===== config.mk =====
export PLATFORM = sky130hd
export DESIGN_NAME = dual_dac_serial_front
export DESIGN_NICKNAME = d
export VERILOG_FILES = /design/src/rtl/dual_dac_serial_pkg.sv /design/src/rtl/dds_pin_sync.sv /design/src/rtl/dds_shifter.sv /design/src/rtl/dds_chregs.sv /design/src/rtl/dual_dac_serial_front.sv
export SDC_FILE = /design/constraint.sdc
export NUM_CORES = 1
export LEC_CHECK = 0
export ABC_CLOCK_PERIOD_IN_PS = 4100
export BUFFER_PORTS_ARGS = -buffer_cell sky130_fd_sc_hd__buf_4
export CORE_MARGIN = 4
export CORE_UTILIZATION = 58
export CTS_CLUSTER_SIZE = 24
export DETAILED_ROUTE_END_ITERATION = 10
export PLACE_DENSITY = 0.79
export SYNTH_ARGS = -nofsm -noshare
export SYNTH_HDL_FRONTEND = slang
export SYNTH_HIERARCHICAL = 1
export SYNTH_SLANG_ARGS = --single-unit

===== constraint.sdc =====
create_clock -name clk -period 4.1 [get_ports clk]
set_input_delay 0.41 -clock clk [delete_from_list [all_inputs] [get_ports clk]]
set_output_delay 0.41 -clock clk [all_outputs]
set_load 0.01 [all_outputs]

===== src/rtl/dual_dac_serial_pkg.sv =====
package dual_dac_serial_pkg;
   localparam int NUM_CH = 2;

   typedef enum logic [2:0] {
      OP_NOP       = 3'd0,
      OP_STAGE_A   = 3'd1,
      OP_STAGE_B   = 3'd2,
      OP_LOAD_ALL  = 3'd3,
      OP_COMMIT    = 3'd4,
      OP_SLEEP_A   = 3'd5,
      OP_SLEEP_B   = 3'd6,
      OP_SLEEP_ALL = 3'd7
   } op_e;
endpackage


===== src/rtl/dds_pin_sync.sv =====
module dds_pin_sync #(
   parameter int   STAGES  = 2,
   parameter logic RST_VAL = 1'b0
) (
   input  logic clk,
   input  logic arst_n,
   input  logic d_i,
   output logic q_o
);
   if (STAGES == 0) begin : g_pass
      assign q_o = d_i;
   end else if (STAGES == 1) begin : g_one
      logic q_r;
      always_ff @(posedge clk or negedge arst_n)
         if (!arst_n) q_r <= RST_VAL;
         else         q_r <= d_i;
      assign q_o = q_r;
   end else begin : g_chain
      logic [STAGES-1:0] chain_r;
      always_ff @(posedge clk or negedge arst_n)
         if (!arst_n) chain_r <= {STAGES{RST_VAL}};
         else         chain_r <= {chain_r[STAGES-2:0], d_i};
      assign q_o = chain_r[STAGES-1];
   end
endmodule


===== src/rtl/dds_shifter.sv =====
module dds_shifter #(
   parameter int WORD_W = 16
) (
   input  logic              clk,
   input  logic              arst_n,
   input  logic              cs_n_i,
   input  logic              sclk_i,
   input  logic              sdi_i,
   output logic [WORD_W-1:0] word_o,
   output logic              exec_o,
   output logic              sdo_o,
   output logic              fall_o
);
   localparam int CNT_W = $clog2(WORD_W + 2);
   localparam logic [CNT_W-1:0] CNT_FULL = CNT_W'(WORD_W);
   localparam logic [CNT_W-1:0] CNT_OVER = CNT_W'(WORD_W + 1);

   logic              cs_d, sclk_d;
   logic              cs_rise, cs_fall, clk_rise, clk_fall;
   logic [WORD_W-1:0] sr_r;
   logic [CNT_W-1:0]  cnt_r;

   always_ff @(posedge clk or negedge arst_n)
      if (!arst_n) begin
         cs_d   <= 1'b1;
         sclk_d <= 1'b0;
      end else begin
         cs_d   <= cs_n_i;
         sclk_d <= sclk_i;
      end

   assign cs_rise  =  cs_n_i & ~cs_d;
   assign cs_fall  = ~cs_n_i &  cs_d;
   assign clk_rise =  sclk_i & ~sclk_d & ~cs_n_i;
   assign clk_fall = ~sclk_i &  sclk_d & ~cs_n_i;

   always_ff @(posedge clk or negedge arst_n)
      if (!arst_n) begin
         sr_r   <= '0;
         cnt_r  <= '0;
         exec_o <= 1'b0;
         sdo_o  <= 1'b0;
      end else begin
         if (clk_rise) sr_r <= {sr_r[WORD_W-2:0], sdi_i};
         if (cs_fall)
            cnt_r <= '0;
         else if (clk_rise && cnt_r != CNT_OVER)
            cnt_r <= cnt_r + 1'b1;
         exec_o <= cs_rise && (cnt_r == CNT_FULL);
         if (clk_fall) sdo_o <= sr_r[WORD_W-1];
      end

   assign word_o = sr_r;
   assign fall_o = clk_fall;
endmodule


===== src/rtl/dds_chregs.sv =====
module dds_chregs
   import dual_dac_serial_pkg::*;
#(
   parameter int DATA_W = 13,
   parameter int CTRL_W = 3,
   localparam int WORD_W = DATA_W + CTRL_W
) (
   input  logic                           clk,
   input  logic                           arst_n,
   input  logic                           exec_i,
   input  logic [WORD_W-1:0]              word_i,
   input  logic                           lockout_n_i,
   output logic [NUM_CH-1:0][DATA_W-1:0]  code_o,
   output logic [NUM_CH-1:0]              sleep_o,
   output logic                           user_o
);
   op_e               op;
   logic [DATA_W-1:0] data;

   assign op   = op_e'(word_i[WORD_W-1 -: CTRL_W]);
   assign data = word_i[DATA_W-1:0];

   for (genvar ch = 0; ch < NUM_CH; ch++) begin : g_ch
      localparam op_e STAGE_OP = (ch == 0) ? OP_STAGE_A : OP_STAGE_B;
      localparam op_e SLEEP_OP = (ch == 0) ? OP_SLEEP_A : OP_SLEEP_B;

      logic [DATA_W-1:0] stage_r, out_r;
      logic              sleep_r;
      logic              ld_stage, ld_direct, commit, go_sleep, wake;

      always_comb begin
         ld_stage  = exec_i && (op == STAGE_OP || op == OP_LOAD_ALL);
         ld_direct = exec_i && (op == OP_LOAD_ALL);
         commit    = exec_i && (op == OP_COMMIT);
         go_sleep  = exec_i && (op == SLEEP_OP || op == OP_SLEEP_ALL);
         wake      = ld_stage || commit;
      end

      always_ff @(posedge clk or negedge arst_n)
         if (!arst_n) begin
            stage_r <= '0;
            out_r   <= '0;
            sleep_r <= 1'b0;
         end else begin
            if (ld_stage)  stage_r <= data;
            if (ld_direct) out_r   <= data;
            else if (commit) out_r <= stage_r;
            if (!lockout_n_i)  sleep_r <= 1'b0;
            else if (go_sleep) sleep_r <= 1'b1;
            else if (wake)     sleep_r <= 1'b0;
         end

      assign code_o[ch]  = out_r;
      assign sleep_o[ch] = sleep_r;
   end

   always_ff @(posedge clk or negedge arst_n)
      if (!arst_n)                           user_o <= 1'b0;
      else if (exec_i && op == OP_SLEEP_ALL) user_o <= data[0];
endmodule


===== src/rtl/dual_dac_serial_front.sv =====
module dual_dac_serial_front
   import dual_dac_serial_pkg::*;
#(
   parameter int DATA_W      = 13,
   parameter int CTRL_W      = 3,
   parameter int SYNC_STAGES = 2
) (
   input  logic              clk,
   input  logic              rst_n,
   input  logic              clr_n,
   input  logic              lockout_n,
   input  logic              spi_cs_n,
   input  logic              spi_sclk,
   input  logic              spi_mosi,
   output logic              spi_miso,
   output logic [DATA_W-1:0] code_a,
   output logic [DATA_W-1:0] code_b,
   output logic              sleep_a,
   output logic              sleep_b,
   output logic              user_out
);
   localparam int WORD_W = DATA_W + CTRL_W;

   if (CTRL_W != 3) begin : g_bad_ctrl
      $error("CTRL_W must be 3 for the operation decode");
   end
   if (DATA_W < 2) begin : g_bad_data
      $error("DATA_W must be at least 2");
   end
   if (SYNC_STAGES < 0 || SYNC_STAGES > 4) begin : g_bad_sync
      $error("SYNC_STAGES must lie in 0..4");
   end

   logic                          arst_n;
   logic                          cs_s, sclk_s, sdi_s;
   logic [WORD_W-1:0]             word_w;
   logic                          exec_w, sclk_fall_w;
   logic [NUM_CH-1:0][DATA_W-1:0] code_w;
   logic [NUM_CH-1:0]             sleep_w;

   assign arst_n = rst_n & clr_n;

   dds_pin_sync #(.STAGES(SYNC_STAGES), .RST_VAL(1'b1)) u_sync_cs (
      .clk(clk), .arst_n(arst_n), .d_i(spi_cs_n), .q_o(cs_s));
   dds_pin_sync #(.STAGES(SYNC_STAGES), .RST_VAL(1'b0)) u_sync_sclk (
      .clk(clk), .arst_n(arst_n), .d_i(spi_sclk), .q_o(sclk_s));
   dds_pin_sync #(.STAGES(SYNC_STAGES), .RST_VAL(1'b0)) u_sync_sdi (
      .clk(clk), .arst_n(arst_n), .d_i(spi_mosi), .q_o(sdi_s));

   dds_shifter #(.WORD_W(WORD_W)) u_shift (
      .clk(clk), .arst_n(arst_n),
      .cs_n_i(cs_s), .sclk_i(sclk_s), .sdi_i(sdi_s),
      .word_o(word_w), .exec_o(exec_w), .sdo_o(spi_miso), .fall_o(sclk_fall_w));

   dds_chregs #(.DATA_W(DATA_W), .CTRL_W(CTRL_W)) u_regs (
      .clk(clk), .arst_n(arst_n), .exec_i(exec_w), .word_i(word_w),
      .lockout_n_i(lockout_n), .code_o(code_w), .sleep_o(sleep_w), .user_o(user_out));

   assign code_a  = code_w[0];
   assign code_b  = code_w[1];
   assign sleep_a = sleep_w[0];
   assign sleep_b = sleep_w[1];
endmodule


=== Yosys cells after proc, flatten, opt, wreduce, memory -nomap -nowiden ===
Cells that the tools add are included.
W data, S select, Z words.

* Register bits after elaboration: 86
* Input port bits: 7
* Output and inout bits: 30

* Mux-type cells: 12
* Equal/unequal tests: 11
* Reductions and logical operators: 17
* Bitwise logic cells: 11
* Add/subtract/negate cells: 1

{| class="wikitable"
|+ Operators by type and width
! kind !! number
|-
| $mux W13 || 4
|-
| $eq A3 B3 Y1 const B || 4
|-
| $mux W5 || 2
|-
| $logic_and A1 B1 Y1 || 9
|-
| $and A1 B1 Y1 || 7
|-
| $eq A3 B2 Y1 const B || 2
|-
| $logic_or A1 B1 Y1 || 6
|-
| $mux W1 || 6
|-
| $ne A3 B1 Y1 const B || 2
|-
| $add A5 B1 Y5 const B || 1
|-
| $eq A5 B5 Y1 const B || 1
|-
| $ne A5 B5 Y1 const B || 1
|-
| $not A1 Y1 || 4
|-
| $reduce_bool A2 Y1 || 2
|-
| $eq A3 B1 Y1 const B || 1
|}

=== Longest topological paths before layout ===
Gate-level depths: netlist of run 1.

* Depth in word-level cells: 7
* Depth in mapped cells: 5
* Gate-level depth less buffers: 5

=== Cells and area by module ===
The synthesis of run 1 kept the hierarchy.

{| class="wikitable"
|+ By module, submodules not included
! module !! cells an instance !! sequential area each (um^2) !! area each (um^2) !! times used
|-
| dds_chregs || 149 || 1376.3 || 2264.7 || 1
|-
| dds_shifter || 108 || 626.9 || 1046.0 || 1
|-
| dds_pin_sync at u_sync_sclk ... || 2 || 50.0 || 50.0 || 2
|-
| dds_pin_sync at u_sync_cs || 2 || 52.6 || 52.6 || 1
|-
| dual_dac_serial_front || 1 || 0.0 || 6.3 || 1
|}

=== Worst setup path before layout of run 1 ===
OpenSTA, ideal clock, no wires.

* Path kind: reg-to-reg
* From: register u_shift.sr_r[13], in the netlist u_shift/word_o[13]
* To: register u_regs.g_ch[0].out_r[10]
* Slack: 2.674 ns
* Data required time: 3.974 ns
* Clock period less this slack: 1.426 ns
* Library setup time: 0.126 ns
* Data arrival time: 1.300 ns
* Stages on the path, launching flop included: 6
* Path through: dfrtp_1 -> and4bb_1 -> buf_4 -> a21oi_4 -> buf_6 -> a221o_1

* Cells in the longest elaborated chain, start to end: 3

{| class="wikitable"
|+ Ends and longest elaborated chain
! element !! line !! RTL
|-
| start: declaration || dds_shifter.sv:20 || <nowiki>logic [WORD_W-1:0] sr_r;</nowiki>
|-
| start signal: assignment || dds_shifter.sv:44 || <nowiki>if (clk_rise) sr_r <= {sr_r[WORD_W-2:0], sdi_i};</nowiki>
|-
| $eq A3 B2 Y1 / $eq A3 B3 Y1 (equally long branches) || dds_chregs.sv:33, dds_chregs.sv:34 ||
|-
| $logic_and A1 B1 Y1 (on tied branches) || dds_chregs.sv:33, dds_chregs.sv:34 ||
|-
| $mux W13 / $reduce_bool A2 Y1 (equally long branches) || -- ||
|-
| end signal: assignment || dds_chregs.sv:46 || <nowiki>if (ld_direct) out_r <= data;</nowiki>
|-
| end signal: assignment || dds_chregs.sv:47 || <nowiki>else if (commit) out_r <= stage_r;</nowiki>
|-
| end: declaration || dds_chregs.sv:27 || <nowiki>logic [DATA_W-1:0] stage_r, out_r;</nowiki>
|}

Parallel ways exist; a longest one is shown, timed or not.
A chain may end at the register's enable or synchronous reset.

=== Worst setup path in the final report of run 1 ===
* From: register u_shift.sr_r[14], in the netlist u_shift/word_o[14]
* To: register u_regs.g_ch[0].out_r[7]

The elaborated chain is that of the path after synthesis.

==> results of run 1 <==
-- per-layer routing --
metal  vias to the layer above  track usage (%)  routed length (um)
met2                        62            30.37                3142
met1                      1121            23.56                2802
met4                         0            6.906                  75
li1                       1023                -                   -
met5                         -                0                   0
met3                         8            3.301                 328
-- final timing paths --
kind / endpoint / slack [ps] / cells after the start
min in group asynchronous: u_shift/cnt_r[4] / 370 / 2
setup reg to reg: u_regs/g_ch[0].out_r[7] / 1910 / 4
hold / removal: u_sync_sdi/g_chain.chain_r[0] / 170 / 1
max in group asynchronous: u_shift/word_o[14] / 3050 / 2
hold reg to reg: u_sync_sclk/g_chain.chain_r[1] / 360 / 0
setup / recovery: u_regs/g_ch[0].out_r[7] / 1910 / 4
-- sequential cells by signal (all words and copies together), names as in the netlist --
signal and cells:
u_shift/cs_d 1, u_regs/g_ch.stage_r 26, u_shift/exec_o 1, u_shift/cnt_r 5
u_regs/user_o 1, u_regs/g_ch.out_r 26, u_sync_sclk/g_chain.chain_r 2, u_regs/g_ch.sleep_r 2
u_sync_sdi/g_chain.chain_r 2, u_shift/sclk_d 1, u_shift/word_o 16, u_sync_cs/g_chain.chain_r 2
u_shift/sdo_o 1
-- layout make-up --
| class | instances | area [um2] |
|---|---|---|
| clock buffer | 9 | 123.9 |
| tap | 72 | 90.09 |
| clock inverter | 7 | 97.59 |
| fill | 415 | 1679 |
| inverter | 2 | 7.507 |
| sequential | 86 | 2156 |
| timing repair buffer | 39 | 292.8 |
| multi-input combinational | 160 | 1195 |
-- cells in the mapped netlist (2+ instances only) --
cell      n
buf_6     4
nor2b_1   3
o21a_1    2
or3_1     3
a21oi_1   5
nand2_1  52
and3_1    6
buf_2     7
o21ai_0   6
ha_1      3
a221o_1  26
and3_4    7
mux2_2   27
dfstp_2   3
dfrtp_1  83
nand4_1   3
nand3_1   3
buf_4     4
inv_1     2
-- logic make-up after synthesis --
family / Yosys count / synth area share, %
AO/OA/AOI/OAI: 40 / 9.989
adder cells (fa/ha/maj): 3 / 1.082
buffers and inverters: 18 / 3.498
flip-flops: 86 / 62.13
multiplexers: 28 / 9.088
AND/OR/NAND/NOR: 89 / 14.21
-- per-stage QoR --
stage          setup WS, ps  power (mW)  instance area (um2)  cells  hold slack, ps
2_1_floorplan          1009      0.9513                 3470    264           331.2
3_3_place_gp           1989      0.9724                 3741    359           334.6
3_5_place_dp           1907      0.9783                 3741    359           340.5
4_1_cts                1898       1.624                 3963    375           154.8
5_1_grt                1733       1.671                 3963    375           149.0
6_report               1907       1.609                 3963    375           165.1
-- placed cells by master, fill, tap and decap left out, drive strengths merged, types with 3 or more instances in the layout --
cell and instances:
buf 39, ha 3, nor2b 3, nand2 52, o21ai 6, nand4 3, mux2 28, clkbuf 9
a221o 26, and3 13, inv 3, nand3 3, a21oi 6, or3 3, dfrtp 83, dfstp 3
-- worst max-delay path, cell delays in order (launching register included) --
cell and delay (ps):
dfrtp_1 830, and4bb_1 250, buf_4 230, a21oi_4 550
a221o_1 260
-- power by group through the flow --
stage	combinational [mW]	sequential, mW	clock [mW]
floorplan	0.0399	0.911	0
global placement	0.0521	0.920	0
detailed placement	0.0565	0.922	0
CTS	0.0579	0.905	0.661
global route	0.0655	0.910	0.695
finish	0.0566	0.906	0.646
==> reports/metrics.yaml, run 1 <==
power:
  peakVddDrop_mv: 0.2421
  p_sw_share_pct: 23.04
  combPwrFrac_pct: 3.5
  p_clk_share_pct: 40.2
  p_sw_uw: 370.7
  p_leak_nw: 2.024
  seq_power_share_pct: 56.3
  p_per_area_nw_per_um2: 406.0
  intPower_mw: 1.238
placed_design:
  dp_hpwl_um: 3971
  io_buffers: 36
  globalplace.congestion: 0.7803
route:
  vias_per_cell: 5.904
  vias: 2214
  wire_per_inst_um: 16.93
  drt-pass1-iter-count: 4
  routed_wl_um: 6349
  drtAntennaViolNets: 0
  first_iter_violations: 145
  route.detailed.drc: 0
synth:
  ys_ff_latch: 86
  synth_edf_count: 0
  synth_top_cell_area_share_pct: 59.86
  synthArstFlopShare_pct: 100.0
  synth_nets: 274
  yosys-top-cells-area: "dfrtp_1 60%, mux2_2 8.8%, a221o_1 7.5%"
  synth_flop_cell: "dfrtp_1"
  yosys.area.top_type: "dfrtp_1"
  synthCells: 264
  yosysWarnings: 6
  ys_types: 34
  seq_area_frac_synth_pct: 62.13
  syn_avg_cell_area_um2: 13.14
  syn_area_um2: 3470
setup_path:
  cp.required_ps: 4380
  worstPathMaxFanout: 27
  worstReg2RegStart: "u_shift/word_o[14]"
  cp-start-kind: "register"
  critical_path_arrival_ps: 2480
  cp-startpoint: "u_shift/word_o[14]"
  critical_path_class: "register to register"
  end_kind: "register"
sta:
  fmax_mhz: 456.0
  finalHoldViolations: 0
  fin_crit_ps: 2193
  rsz0062_at_grt: "no"
  worst-slew-pin-transition_ps: 1063
  relSlewSlack_pct: 29.12
  slew_viol_final: 0
  setup_tns_ps: 0
  fin_worst_skew_ps: 12.10
  post-route-period-util_pct: 53.48
  setup_violations: 0
layout:
  n_antenna_cell: 0
  nets: 308
  syn2layout_area_growth_pct: 14.21
  drive_gt1_share_pct: 31.35
  final_core_util_pct: 70.24
clocking:
  cts_tree: "yes"
  path_clk_slew_ps: 90
  clock-sinks: 86
  cts_resized: 0
  clock_path_buffers: 2
  cts_buffers: 9
  hold_buffers: 0
  insertion_delay_ps: 350
  cts_setup_buffers: 0
  cts_root_buffer: "clkbuf_8"
  htreeDepth: 3
floorplan:
  dieHeight_um: 85.35
  coreArea_um2: 5642
  rows: 27
  die_w_um: 85.35
  initial_utilization_pct: 61.50
  io_pins: 37
  die_area_um2: 7284
hold_path:
  min_from: "spi_mosi"
  hold_path.class: "input pin to register"
global_routing:
  grt_pass1_vias: 2109
  gr-total-overflow: 0
  grt_pass1_wl_um: 10380
  grtUsageTotal_pct: 18.15
  grt_max_degree: 87
  antenna_found_initial: 0
outcome:
  status: "finished, final reports clean"
run:
  drv_cap: 0
Power figures use the tool's default switching activity.
==> run 2, diff against run 1 <==
- ABC_CLOCK_PERIOD_IN_PS: 4100 -> 1920
- CORE_UTILIZATION: 58 -> 52
- PLACE_DENSITY: 0.79 -> 0.75
- clock period: 4.1 -> 1.92 ns (I/O delays scaled with it)
==> reports/metrics.yaml, run 2 (same netlist as run 1, synthesis figures left out) <==
outcome:
  status: "finished, final reports clean"
power:
  p_total_mw: 3.252
  p_leak_nw: 2.052
  peakVddDrop_mv: 0.4269
  p_per_area_nw_per_um2: 808.5
floorplan:
  dieHeight_um: 89.69
  initial_utilization_pct: 54.02
  rows: 29
  die_w_um: 89.69
  io_pins: 37
  die_area_um2: 8043
  coreArea_um2: 6422
route:
  vias: 2230
  first_iter_violations: 131
  route.detailed.drc: 0
  routed_wl_um: 6167
  drt-pass1-iter-count: 4
  wire_per_inst_um: 15.85
  vias_per_cell: 5.733
  drtAntennaViolNets: 0
hold_path:
  min_from: "lockout_n"
  hold_path.class: "input pin to register"
setup_path:
  worst-path-buf-inv: 0
  crit_family: "compound AO/OA/AOI/OAI gates"
  critical_path_class: "register to register"
  worstPathMaxFanout: 26
  cpPeakStageDelay_ps: 570
  r2r-end: "u_regs/g_ch[1].out_r[11]"
  cp.required_ps: 2200
  crit_end: "u_regs/g_ch[1].out_r[11]"
  cp-startpoint: "u_shift/word_o[14]"
  end_kind: "register"
  worstReg2RegStart: "u_shift/word_o[14]"
  critical_path_depth: 3
  cpMaxStageDelayCell: "a21oi_4"
  cp-start-kind: "register"
  crit_chain: "and4bb_1 > a21oi_4 > a221o_1"
  r2r_slack_ps: 220
  ff2ff_path_depth: 3
  critical_path_arrival_ps: 1980
clocking:
  cts_tree: "yes"
  cts_resized: 0
  clock-sinks: 86
  htreeDepth: 3
  cts_root_buffer: "clkbuf_8"
  insertion_delay_ps: 350
  clock_path_buffers: 2
  path_clk_slew_ps: 80
  cts_buffers: 9
sta:
  fin_worst_skew_ps: 10.23
  worst-slew-pin-transition_ps: 1037
  setup_violations: 0
  setup_tns_ps: 0
  rsz0062_at_grt: "no"
  relSlewSlack_pct: 30.59
  finalHoldViolations: 0
  fmax_mhz: 587.3
  post-route-period-util_pct: 88.69
  fin_crit_ps: 1703
  slew_viol_final: 0
global_routing:
  grt_max_degree: 38
  grt_pass1_wl_um: 10660
  grtUsageTotal_pct: 17.60
  gr-total-overflow: 0
  grt_pass1_vias: 2232
  antenna_found_initial: 0
layout:
  syn2layout_area_growth_pct: 15.94
  layout_common_cells: "83 x dfrtp_1, 52 x nand2_1, 42 x buf_4"
  final_common_cell: "dfrtp_1"
  nets: 317
  final_core_util_pct: 62.63
  n_antenna_cell: 0
  drive_gt1_share_pct: 30.77
placed_design:
  dp_hpwl_um: 4061
  globalplace.congestion: 0.7612
  io_buffers: 36
run:
  drv_cap: 0
## run 2: changes by cell type in the layout (fill, tap and decap cells not counted)
| cell | before | now |
|---|---|---|
| clkbuf_1 | 0 | 3 |
| bufinv_16 | 2 | 1 |
| clkinv_2 | 1 | 2 |
| buf_4 | 39 | 42 |
| clkinvlp_4 | 2 | 1 |
| clkinv_4 | 1 | 0 |
| dlygate4sd3_1 | 0 | 5 |
| buf_12 | 0 | 1 |
| inv_6 | 1 | 0 |
## run 2: where the power goes
group          internal (mW)  switching (mW)
combinational         0.0522          0.0774
clock                  0.599           0.591
sequential              1.87          0.0664
total                   2.52           0.735
## run 2: worst min-delay path by stage
stage                                               to  cells past startpoint
after floorplan           u_sync_cs/g_chain.chain_r[0]                      0
after global placement        u_regs/g_ch[1].out_r[10]                      2
after detailed placement      u_regs/g_ch[1].out_r[10]                      2
after CTS                       u_regs/g_ch[0].sleep_r                      3
after global routing            u_regs/g_ch[0].sleep_r                      3
final                           u_regs/g_ch[1].sleep_r                      3
## run 2: timing repair
| action | in CTS | in global routing |
|---|---|---|
| endpoints found under the hold margin | 24 | 0 |
| hold buffers | 5 | 0 |
| setup buffers | 0 | 0 |
## run 2: area by class of cell
class                   count  area, um2
multi-input cells         160       1195
inverters                   2      7.507
repair buffers             48      385.4
flip-flops and latches     86       2156
well taps                  77      96.34
clock inverters             4      47.55
fillers                   493       2400
clock buffers              12      135.1
## run 2: routing by layer
layer  vias to the layer above  part of all wire (%)  global-route usage, %
li1                       1042                     -                      -
met2                        50                    49                  28.72
met4                         0                   1.2                  6.089
met5                         -                     0                      0
met1                      1130                    46                  22.57
met3                         8                   4.4                  5.018
## run 2: metrics by stage
step	hold WS [ps]	cells	setup WS [ps]	cell area (um2)
global route	142.2	389	21.63	4023
global placement	237.9	368	267.6	3790
detailed placement	245.0	368	228.0	3790
finish	128.7	389	217.2	4023
CTS	122.6	389	209.8	4023
floorplan	196.5	264	367.6	3471
## run 2: worst register-to-register path: stages, from the launching register on
cell,delay (ps)
dfrtp_1,540
and4bb_1,270
a21oi_4,570
a221o_1,260
